File: src/rtl/appbus_xfer_pkg.sv
// Shared types for the application bus transfer master.
// Assumes nothing beyond a single clock domain.
package appbus_xfer_pkg;
    typedef enum logic [1:0] {ST_IDLE, ST_DATA, ST_STAT} xfer_state_t;
    typedef enum logic [1:0] {RSP_NONE, RSP_ACK, RSP_ERR, RSP_ABORT} xfer_resp_t;
endpackage

File: src/rtl/xfer_resp_arb.sv
// Folds the three slave replies into one code with fixed priority:
// abort over err over ack. Replies outside a cycle are ignored.
// Assumes replies are only meaningful while the command strobe is high.
module xfer_resp_arb
    import appbus_xfer_pkg::*;
(
    input  logic       cmd_active,
    input  logic       ack,
    input  logic       err,
    input  logic       abort,
    output xfer_resp_t resp
);
    // Priority selection of the reply
    always_comb begin
        resp = RSP_NONE;
        if (cmd_active) begin
            if (abort)    resp = RSP_ABORT;
            else if (err) resp = RSP_ERR;
            else if (ack) resp = RSP_ACK;
        end
    end
endmodule

File: src/rtl/xfer_beat_gen.sv
// Derives the per-word bus fields from the packet base, length and
// word index: byte address, byte enables and last-word flag.
// Assumes len is non-zero whenever the fields are used.
module xfer_beat_gen #(
    parameter int ADDR_W = 16,
    parameter int DATA_W = 32,
    parameter int LEN_W  = 11,
    localparam int BEN_W = DATA_W / 8
) (
    input  logic [ADDR_W-1:0] base,
    input  logic [LEN_W-1:0]  len,
    input  logic [LEN_W-1:0]  idx,
    output logic [ADDR_W-1:0] addr,
    output logic [BEN_W-1:0]  ben,
    output logic              last
);
    localparam int SH = $clog2(BEN_W);

    logic [LEN_W:0]   nwords;
    logic [SH-1:0]    rem;
    logic [BEN_W-1:0] tail_ben;

    // Word count, remainder, address and last-word decision
    always_comb begin
        nwords = ({1'b0, len} + (LEN_W+1)'(BEN_W-1)) >> SH;
        rem    = len[SH-1:0];
        last   = ({1'b0, idx} == (nwords - (LEN_W+1)'(1)));
        addr   = base + (ADDR_W'(idx) << SH);
    end

    // One enable bit per byte lane of the final word
    for (genvar b = 0; b < BEN_W; b++) begin : g_tail
        assign tail_ben[b] = (rem == '0) || (SH'(b) < rem);
    end

    assign ben = last ? tail_ben : '1;
endmodule

File: src/rtl/xfer_ctrl.sv
// Packet sequencer: accepts a start, steps through the data words,
// adds the status write for deliver packets and raises one outcome pulse.
// Assumes the reply code is already prioritised.
module xfer_ctrl
    import appbus_xfer_pkg::*;
#(
    parameter int ADDR_W = 16,
    parameter int DATA_W = 32,
    parameter int LEN_W  = 11,
    localparam int BEN_W = DATA_W / 8
) (
    input  logic              clk,
    input  logic              rst_n,
    input  logic              start,
    input  logic              start_rd,
    input  logic [ADDR_W-1:0] start_addr,
    input  logic [LEN_W-1:0]  start_len,
    input  logic [ADDR_W-1:0] start_stat,
    input  xfer_resp_t        resp,
    input  logic              last,
    input  logic [DATA_W-1:0] rdata,
    input  logic [BEN_W-1:0]  rben,
    output xfer_state_t       state,
    output logic [ADDR_W-1:0] base,
    output logic [LEN_W-1:0]  len,
    output logic [LEN_W-1:0]  idx,
    output logic              rd,
    output logic [ADDR_W-1:0] stat_addr,
    output logic              done,
    output logic              retry,
    output logic              drop,
    output logic              in_valid,
    output logic [DATA_W-1:0] in_data,
    output logic [BEN_W-1:0]  in_ben
);
    // Sequencing state, packet context and outcome pulses
    always_ff @(posedge clk) begin
        if (!rst_n) begin
            state     <= ST_IDLE;
            base      <= '0;
            len       <= '0;
            idx       <= '0;
            rd        <= 1'b0;
            stat_addr <= '0;
            done      <= 1'b0;
            retry     <= 1'b0;
            drop      <= 1'b0;
            in_valid  <= 1'b0;
            in_data   <= '0;
            in_ben    <= '0;
        end else begin
            done     <= 1'b0;
            retry    <= 1'b0;
            drop     <= 1'b0;
            in_valid <= 1'b0;
            unique case (state)
                ST_IDLE: begin
                    if (start) begin
                        base      <= start_addr;
                        len       <= start_len;
                        rd        <= start_rd;
                        stat_addr <= start_stat;
                        idx       <= '0;
                        if (start_len == '0) begin
                            if (start_rd) done  <= 1'b1;
                            else          state <= ST_STAT;
                        end else begin
                            state <= ST_DATA;
                        end
                    end
                end
                ST_DATA: begin
                    unique case (resp)
                        RSP_ABORT: begin drop  <= 1'b1; state <= ST_IDLE; end
                        RSP_ERR:   begin retry <= 1'b1; state <= ST_IDLE; end
                        RSP_ACK: begin
                            if (rd) begin
                                in_valid <= 1'b1;
                                in_data  <= rdata;
                                in_ben   <= rben;
                            end
                            if (last) begin
                                if (rd) begin
                                    done  <= 1'b1;
                                    state <= ST_IDLE;
                                end else begin
                                    state <= ST_STAT;
                                end
                            end else begin
                                idx <= idx + 1'b1;
                            end
                        end
                        default: ;
                    endcase
                end
                ST_STAT: begin
                    unique case (resp)
                        RSP_ABORT: begin drop  <= 1'b1; state <= ST_IDLE; end
                        RSP_ERR:   begin retry <= 1'b1; state <= ST_IDLE; end
                        RSP_ACK:   begin done  <= 1'b1; state <= ST_IDLE; end
                        default: ;
                    endcase
                end
                default: state <= ST_IDLE;
            endcase
        end
    end
endmodule

File: src/rtl/appbus_xfer_master.sv
// Bus master that moves one packet between the device core and the
// application bus, with ack/err/abort handling and a status write after
// deliver packets. Assumes i_out_word follows o_word_idx combinationally.
module appbus_xfer_master
    import appbus_xfer_pkg::*;
#(
    parameter int ADDR_W = 16,
    parameter int DATA_W = 32,
    parameter int LEN_W  = 11,
    localparam int BEN_W = DATA_W / 8
) (
    input  logic              clk,
    input  logic              rst_n,
    input  logic              i_pkt_start,
    input  logic              i_pkt_rd,
    input  logic [ADDR_W-1:0] i_pkt_addr,
    input  logic [LEN_W-1:0]  i_pkt_len,
    input  logic [ADDR_W-1:0] i_stat_addr,
    input  logic [DATA_W-1:0] i_out_word,
    output logic [LEN_W-1:0]  o_word_idx,
    output logic              o_busy,
    output logic              o_in_valid,
    output logic [DATA_W-1:0] o_in_data,
    output logic [BEN_W-1:0]  o_in_ben,
    output logic              o_pkt_done,
    output logic              o_pkt_retry,
    output logic              o_pkt_drop,
    output logic              o_cmd_valid,
    output logic [ADDR_W-1:0] o_addr,
    output logic              o_rnw,
    output logic [DATA_W-1:0] o_wdata,
    output logic [BEN_W-1:0]  o_ben,
    output logic              o_burst,
    input  logic              i_ack,
    input  logic              i_err,
    input  logic              i_abort,
    input  logic [DATA_W-1:0] i_rdata,
    input  logic [BEN_W-1:0]  i_rben
);
    xfer_state_t       state;
    xfer_resp_t        resp;
    logic [ADDR_W-1:0] base, stat_addr, beat_addr;
    logic [LEN_W-1:0]  len, idx;
    logic [BEN_W-1:0]  beat_ben;
    logic              rd, last;

    xfer_resp_arb u_arb (
        .cmd_active (o_cmd_valid),
        .ack        (i_ack),
        .err        (i_err),
        .abort      (i_abort),
        .resp       (resp)
    );

    xfer_beat_gen #(.ADDR_W(ADDR_W), .DATA_W(DATA_W), .LEN_W(LEN_W)) u_beat (
        .base (base),
        .len  (len),
        .idx  (idx),
        .addr (beat_addr),
        .ben  (beat_ben),
        .last (last)
    );

    xfer_ctrl #(.ADDR_W(ADDR_W), .DATA_W(DATA_W), .LEN_W(LEN_W)) u_ctrl (
        .clk        (clk),
        .rst_n      (rst_n),
        .start      (i_pkt_start),
        .start_rd   (i_pkt_rd),
        .start_addr (i_pkt_addr),
        .start_len  (i_pkt_len),
        .start_stat (i_stat_addr),
        .resp       (resp),
        .last       (last),
        .rdata      (i_rdata),
        .rben       (i_rben),
        .state      (state),
        .base       (base),
        .len        (len),
        .idx        (idx),
        .rd         (rd),
        .stat_addr  (stat_addr),
        .done       (o_pkt_done),
        .retry      (o_pkt_retry),
        .drop       (o_pkt_drop),
        .in_valid   (o_in_valid),
        .in_data    (o_in_data),
        .in_ben     (o_in_ben)
    );

    // Bus field selection between data words and the status write
    always_comb begin
        o_cmd_valid = (state != ST_IDLE);
        o_busy      = o_cmd_valid;
        o_word_idx  = idx;
        if (state == ST_STAT) begin
            o_addr  = stat_addr;
            o_rnw   = 1'b0;
            o_wdata = {{(DATA_W-LEN_W){1'b0}}, len};
            o_ben   = '1;
            o_burst = 1'b0;
        end else begin
            o_addr  = beat_addr;
            o_rnw   = (state == ST_DATA) && rd;
            o_wdata = i_out_word;
            o_ben   = beat_ben;
            o_burst = (state == ST_DATA) && !last;
        end
    end
endmodule

File: config.mk
export PLATFORM = sky130hd
export DESIGN_NAME = appbus_xfer_master
export DESIGN_NICKNAME = d
export VERILOG_FILES = /design/src/rtl/appbus_xfer_pkg.sv /design/src/rtl/xfer_resp_arb.sv /design/src/rtl/xfer_beat_gen.sv /design/src/rtl/xfer_ctrl.sv /design/src/rtl/appbus_xfer_master.sv
export SDC_FILE = /design/constraint.sdc
export NUM_CORES = 1
export LEC_CHECK = 0
export BUFFER_PORTS_ARGS = -buffer_cell sky130_fd_sc_hd__buf_2
export CAP_MARGIN = 5
export CORE_MARGIN = 1
export CORE_UTILIZATION = 40
export DETAILED_ROUTE_END_ITERATION = 8
export PLACE_DENSITY = 0.64
export SETUP_SLACK_MARGIN = 0.2
export SLEW_MARGIN = 20
export SYNTH_ARGS = -nofsm -noshare
export SYNTH_HDL_FRONTEND = slang
export SYNTH_SLANG_ARGS = --single-unit
File: constraint.sdc
create_clock -name clk -period 6.7 [get_ports clk]
set_input_delay 0.335 -clock clk [delete_from_list [all_inputs] [get_ports clk]]
set_output_delay 0.335 -clock clk [all_outputs]
set_load 0.01 [all_outputs]
==> results.py <==
metrics = {
    "placed_design": {
        "place_area_um2": 6840,
        "place_congestion": 0.900,
        "dp.final_hpwl_mm": 10.7,
        "port_buffers": 223,
    },
    "global_route": {
        "grt_first_pass_wirelength_mm": 24.1,
        "track_usage": 0.208,
        "grt_util_met3": 0.0437,
        "antenna_found_initial": 1,
        "grt_pass1_vias": 4853,
        "grt.busiest_layer": "met2",
        "grt_overflow_total": 0,
        "grt_use_met2": 0.319,
        "grt_max_degree": 90,
        "gr-usage-met1": 0.288,
    },
    "worst_setup_path": {
        "crit_required_ns": 6.36,
        "endpoint_kind": "output port",
        "reg2reg_to": "u_ctrl.idx[4]",
        "r2r_start": "u_ctrl.len[0]",
        "cp_data_arrival_time_ns": 3.79,
        "cp_cell_sequence": "inv_1, ha_1, nand4b_2, mux2i_1, a31oi_1, nor3b_1, a211oi_2, o21ai_0, a2111o_1, or3_1, buf_2",
        "worst-r2r-cell-count": 10,
        "start_kind": "flip-flop",
        "crit_type": "flip-flop to output port",
        "slowest_stage": "dfxtp_1",
        "crit_family": "compound AO/OA/AOI/OAI gates",
        "critPathBufInv": 2,
        "critPathMaxFanout": 11,
        "r2r_slack_ns": 3.38,
        "slowest_delay_ns": 0.53,
    },
    "drt": {
        "via_count": 5369,
        "drc": 0,
        "wirelength_mm": 14.9,
        "drt_first_pass_iters": 4,
        "viasPerCell": 4.93,
        "drtIter0Drc": 326,
        "wl_per_cell_um": 13.6,
        "ant_nets": 0,
    },
    "logic_synthesis": {
        "synth-seq-cells": 97,
        "synth_seq_area_share": 0.343,
        "synthCells": 711,
        "syn_area_um2": 5660,
        "synth.largest_area_cell": "dfxtp_1",
        "syn_nets": 850,
        "avgSynthCellArea_um2": 7.96,
        "yosysWarnings": 0,
        "synthArstFlopShare": 0,
        "synth_ff_type": "dfxtp_1",
        "synth_area_leaders": "dfxtp_1, nand2_1, a21boi_0",
        "synth_edf_count": 0,
        "ys_types": 65,
        "synth_top_area_frac": 0.343,
    },
    "clock_network": {
        "cts.sinks": 97,
        "post_cts_buffers": 0,
        "path_clk_slew_ns": 0.07,
        "clk_latency_ns": 0.34,
        "clock_path_buffers": 2,
        "cts-root-buf": "clkbuf_16",
        "cts_tree": "built",
        "cts.repair.resized": 0,
        "ctsHoldBuffers": 0,
        "cts_buffers": 9,
        "htree_levels": 3,
    },
    "power": {
        "p_total_mw": 1.87,
        "power.density_nw_per_um2": 262,
        "p_leak_nw": 3.12,
        "ir_drop_mv": 0.153,
    },
    "timing": {
        "slew_headroom": 0.342,
        "finalMaxSlewViolations": 0,
        "tightest_slew_ns": 0.976,
        "max_freq_ghz": 0.243,
        "rsz0062_at_grt": "no",
        "finalCriticalPeriod_ns": 4.12,
        "fin_crit_sh": 0.615,
        "setup-tns-final_ns": 0,
        "fin_worst_skew_ns": 0.00798,
        "hold_viol_final": 0,
        "setup_violations": 0,
    },
    "run_status": {
        "status": "finished clean",
    },
    "finish": {
        "fill_cells": 1417,
        "final_cell_mix": "buf_2, nand2_1, dfxtp_1",
        "drive_gt1_frac": 0.310,
        "finalInstanceArea_um2": 7150,
        "fin_nets": 1043,
        "final_common_cell": "buf_2",
        "area_growth_syn_to_layout_pct": 26.3,
    },
    "floorplanning": {
        "die_h_um": 121,
        "pin_count": 225,
        "initial_core_util": 0.409,
        "rows": 43,
        "die_w_um": 121,
        "die-area_um2": 14600,
        "coreArea_um2": 13800,
    },
    "min_path": {
        "min_path_type": "input pin to flip-flop",
        "hold_start": "i_abort",
        "min_delay_path_depth": 2,
        "min_to": "u_ctrl.retry",
    },
    "flow_run": {
        "cap_violations": 0,
    },
}
-- report_power, final --
| group | switching (mW) | internal, mW |
|---|---|---|
| Clock | 0.230 | 0.300 |
| Sequential | 0.0568 | 0.628 |
| Combinational | 0.381 | 0.274 |
-- metrics by stage --
stage | hold slack (ns) | utilization | setup slack [ns] | instances
after detailed placement | 0.456 | 0.495 | 2.96 | 1073
after floorplan | 0.414 | - | 3.42 | 711
after global placement | 0.451 | 0.495 | 3.04 | 1073
after global routing | 0.210 | 0.517 | 2.30 | 1090
final | 0.206 | 0.517 | 2.58 | 1090
after CTS | 0.182 | 0.517 | 2.58 | 1089
-- cell usage after synthesis (all sizes together), types with 2 or more instances --
cell,number
nand2,198
dfxtp,97
a21boi,82
clkbuf,35
o21ai,27
nor2b,23
nor2,21
ha,20
xnor2,20
inv,18
a21oi,15
mux2,15
buf,12
xor2,10
nor3,8
a211oi,7
nor4,7
and2,6
and3,6
mux2i,6
nand3,6
nor3b,6
o31ai,6
nand4,5
o21a,5
a31o,4
nand2b,4
nor4b,3
o2111a,3
o2111ai,3
or3,3
or4b,3
a21o,2
a22o,2
and3b,2
nand3b,2
nor4bb,2
o211a,2
o22ai,2
-- area by class of cell --
| cell class | instances | area (um2) | area share |
|---|---|---|---|
| Timing Repair Buffer | 229 | 1160 | 0.162 |
| Multi-Input combinational cell | 549 | 3450 | 0.482 |
| Clock buffer | 10 | 239 | 0.0334 |
| Inverter | 18 | 67.6 | 0.00945 |
| Tap cell | 180 | 225 | 0.0315 |
| Clock inverter | 6 | 66.3 | 0.00927 |
| Sequential cell | 97 | 1940 | 0.272 |
| Antenna cell | 1 | 2.50 | 0.000350 |
-- cells by family (layout without fill, tap and decap cells) --
family                     count (synthesis)  count (layout)  synth area share
and+or+nand+nor                          309             309             0.254
other                                      1               2          0.000662
xor gates and xnor gates                  31              31            0.0519
DFF                                       97              97             0.343
AOI/OAI and AO/OA                        166             166             0.214
muxes                                     21              21            0.0405
buffers and inverters                     65             263            0.0482
adders and majority gates                 21              21            0.0477
-- worst max path at each step --
| stage | from | end | slack [ns] | cells after the start |
|---|---|---|---|---|
| 2_1_floorplan | u_ctrl.len[1] | o_ben[3] | 3.42 | 12 |
| 3_3_place_gp | u_ctrl.len[0] | o_ben[3] | 3.04 | 11 |
| 3_5_place_dp | u_ctrl.len[1] | o_ben[3] | 2.96 | 11 |
| 4_1_cts | u_ctrl.len[1] | o_ben[3] | 2.58 | 11 |
| 5_1_grt | u_ctrl.len[0] | o_ben[3] | 2.30 | 11 |
| 6_report | u_ctrl.len[0] | o_ben[3] | 2.58 | 11 |
-- metal layers --
| metal | part of all wire | routed length [um] | vias up |
|---|---|---|---|
| met5 | 0 | 0 | - |
| met4 | 0.011 | 171 | 0 |
| met3 | 0.069 | 1030 | 11 |
| met2 | 0.45 | 6680 | 150 |
| met1 | 0.47 | 6990 | 2404 |
| li1 | - | - | 2804 |
-- state kept, by name, summed over array words and instances, names as in the netlist --
register,flops
u_ctrl.retry,1
u_ctrl.len,11
u_ctrl.in_data,32
u_ctrl.state,2
u_ctrl.stat_addr,16
u_ctrl.rd,1
u_ctrl.idx,11
u_ctrl.base,16
u_ctrl.drop,1
u_ctrl.done,1
u_ctrl.in_valid,1
u_ctrl.in_ben,4
Power figures use the tool's default switching activity.
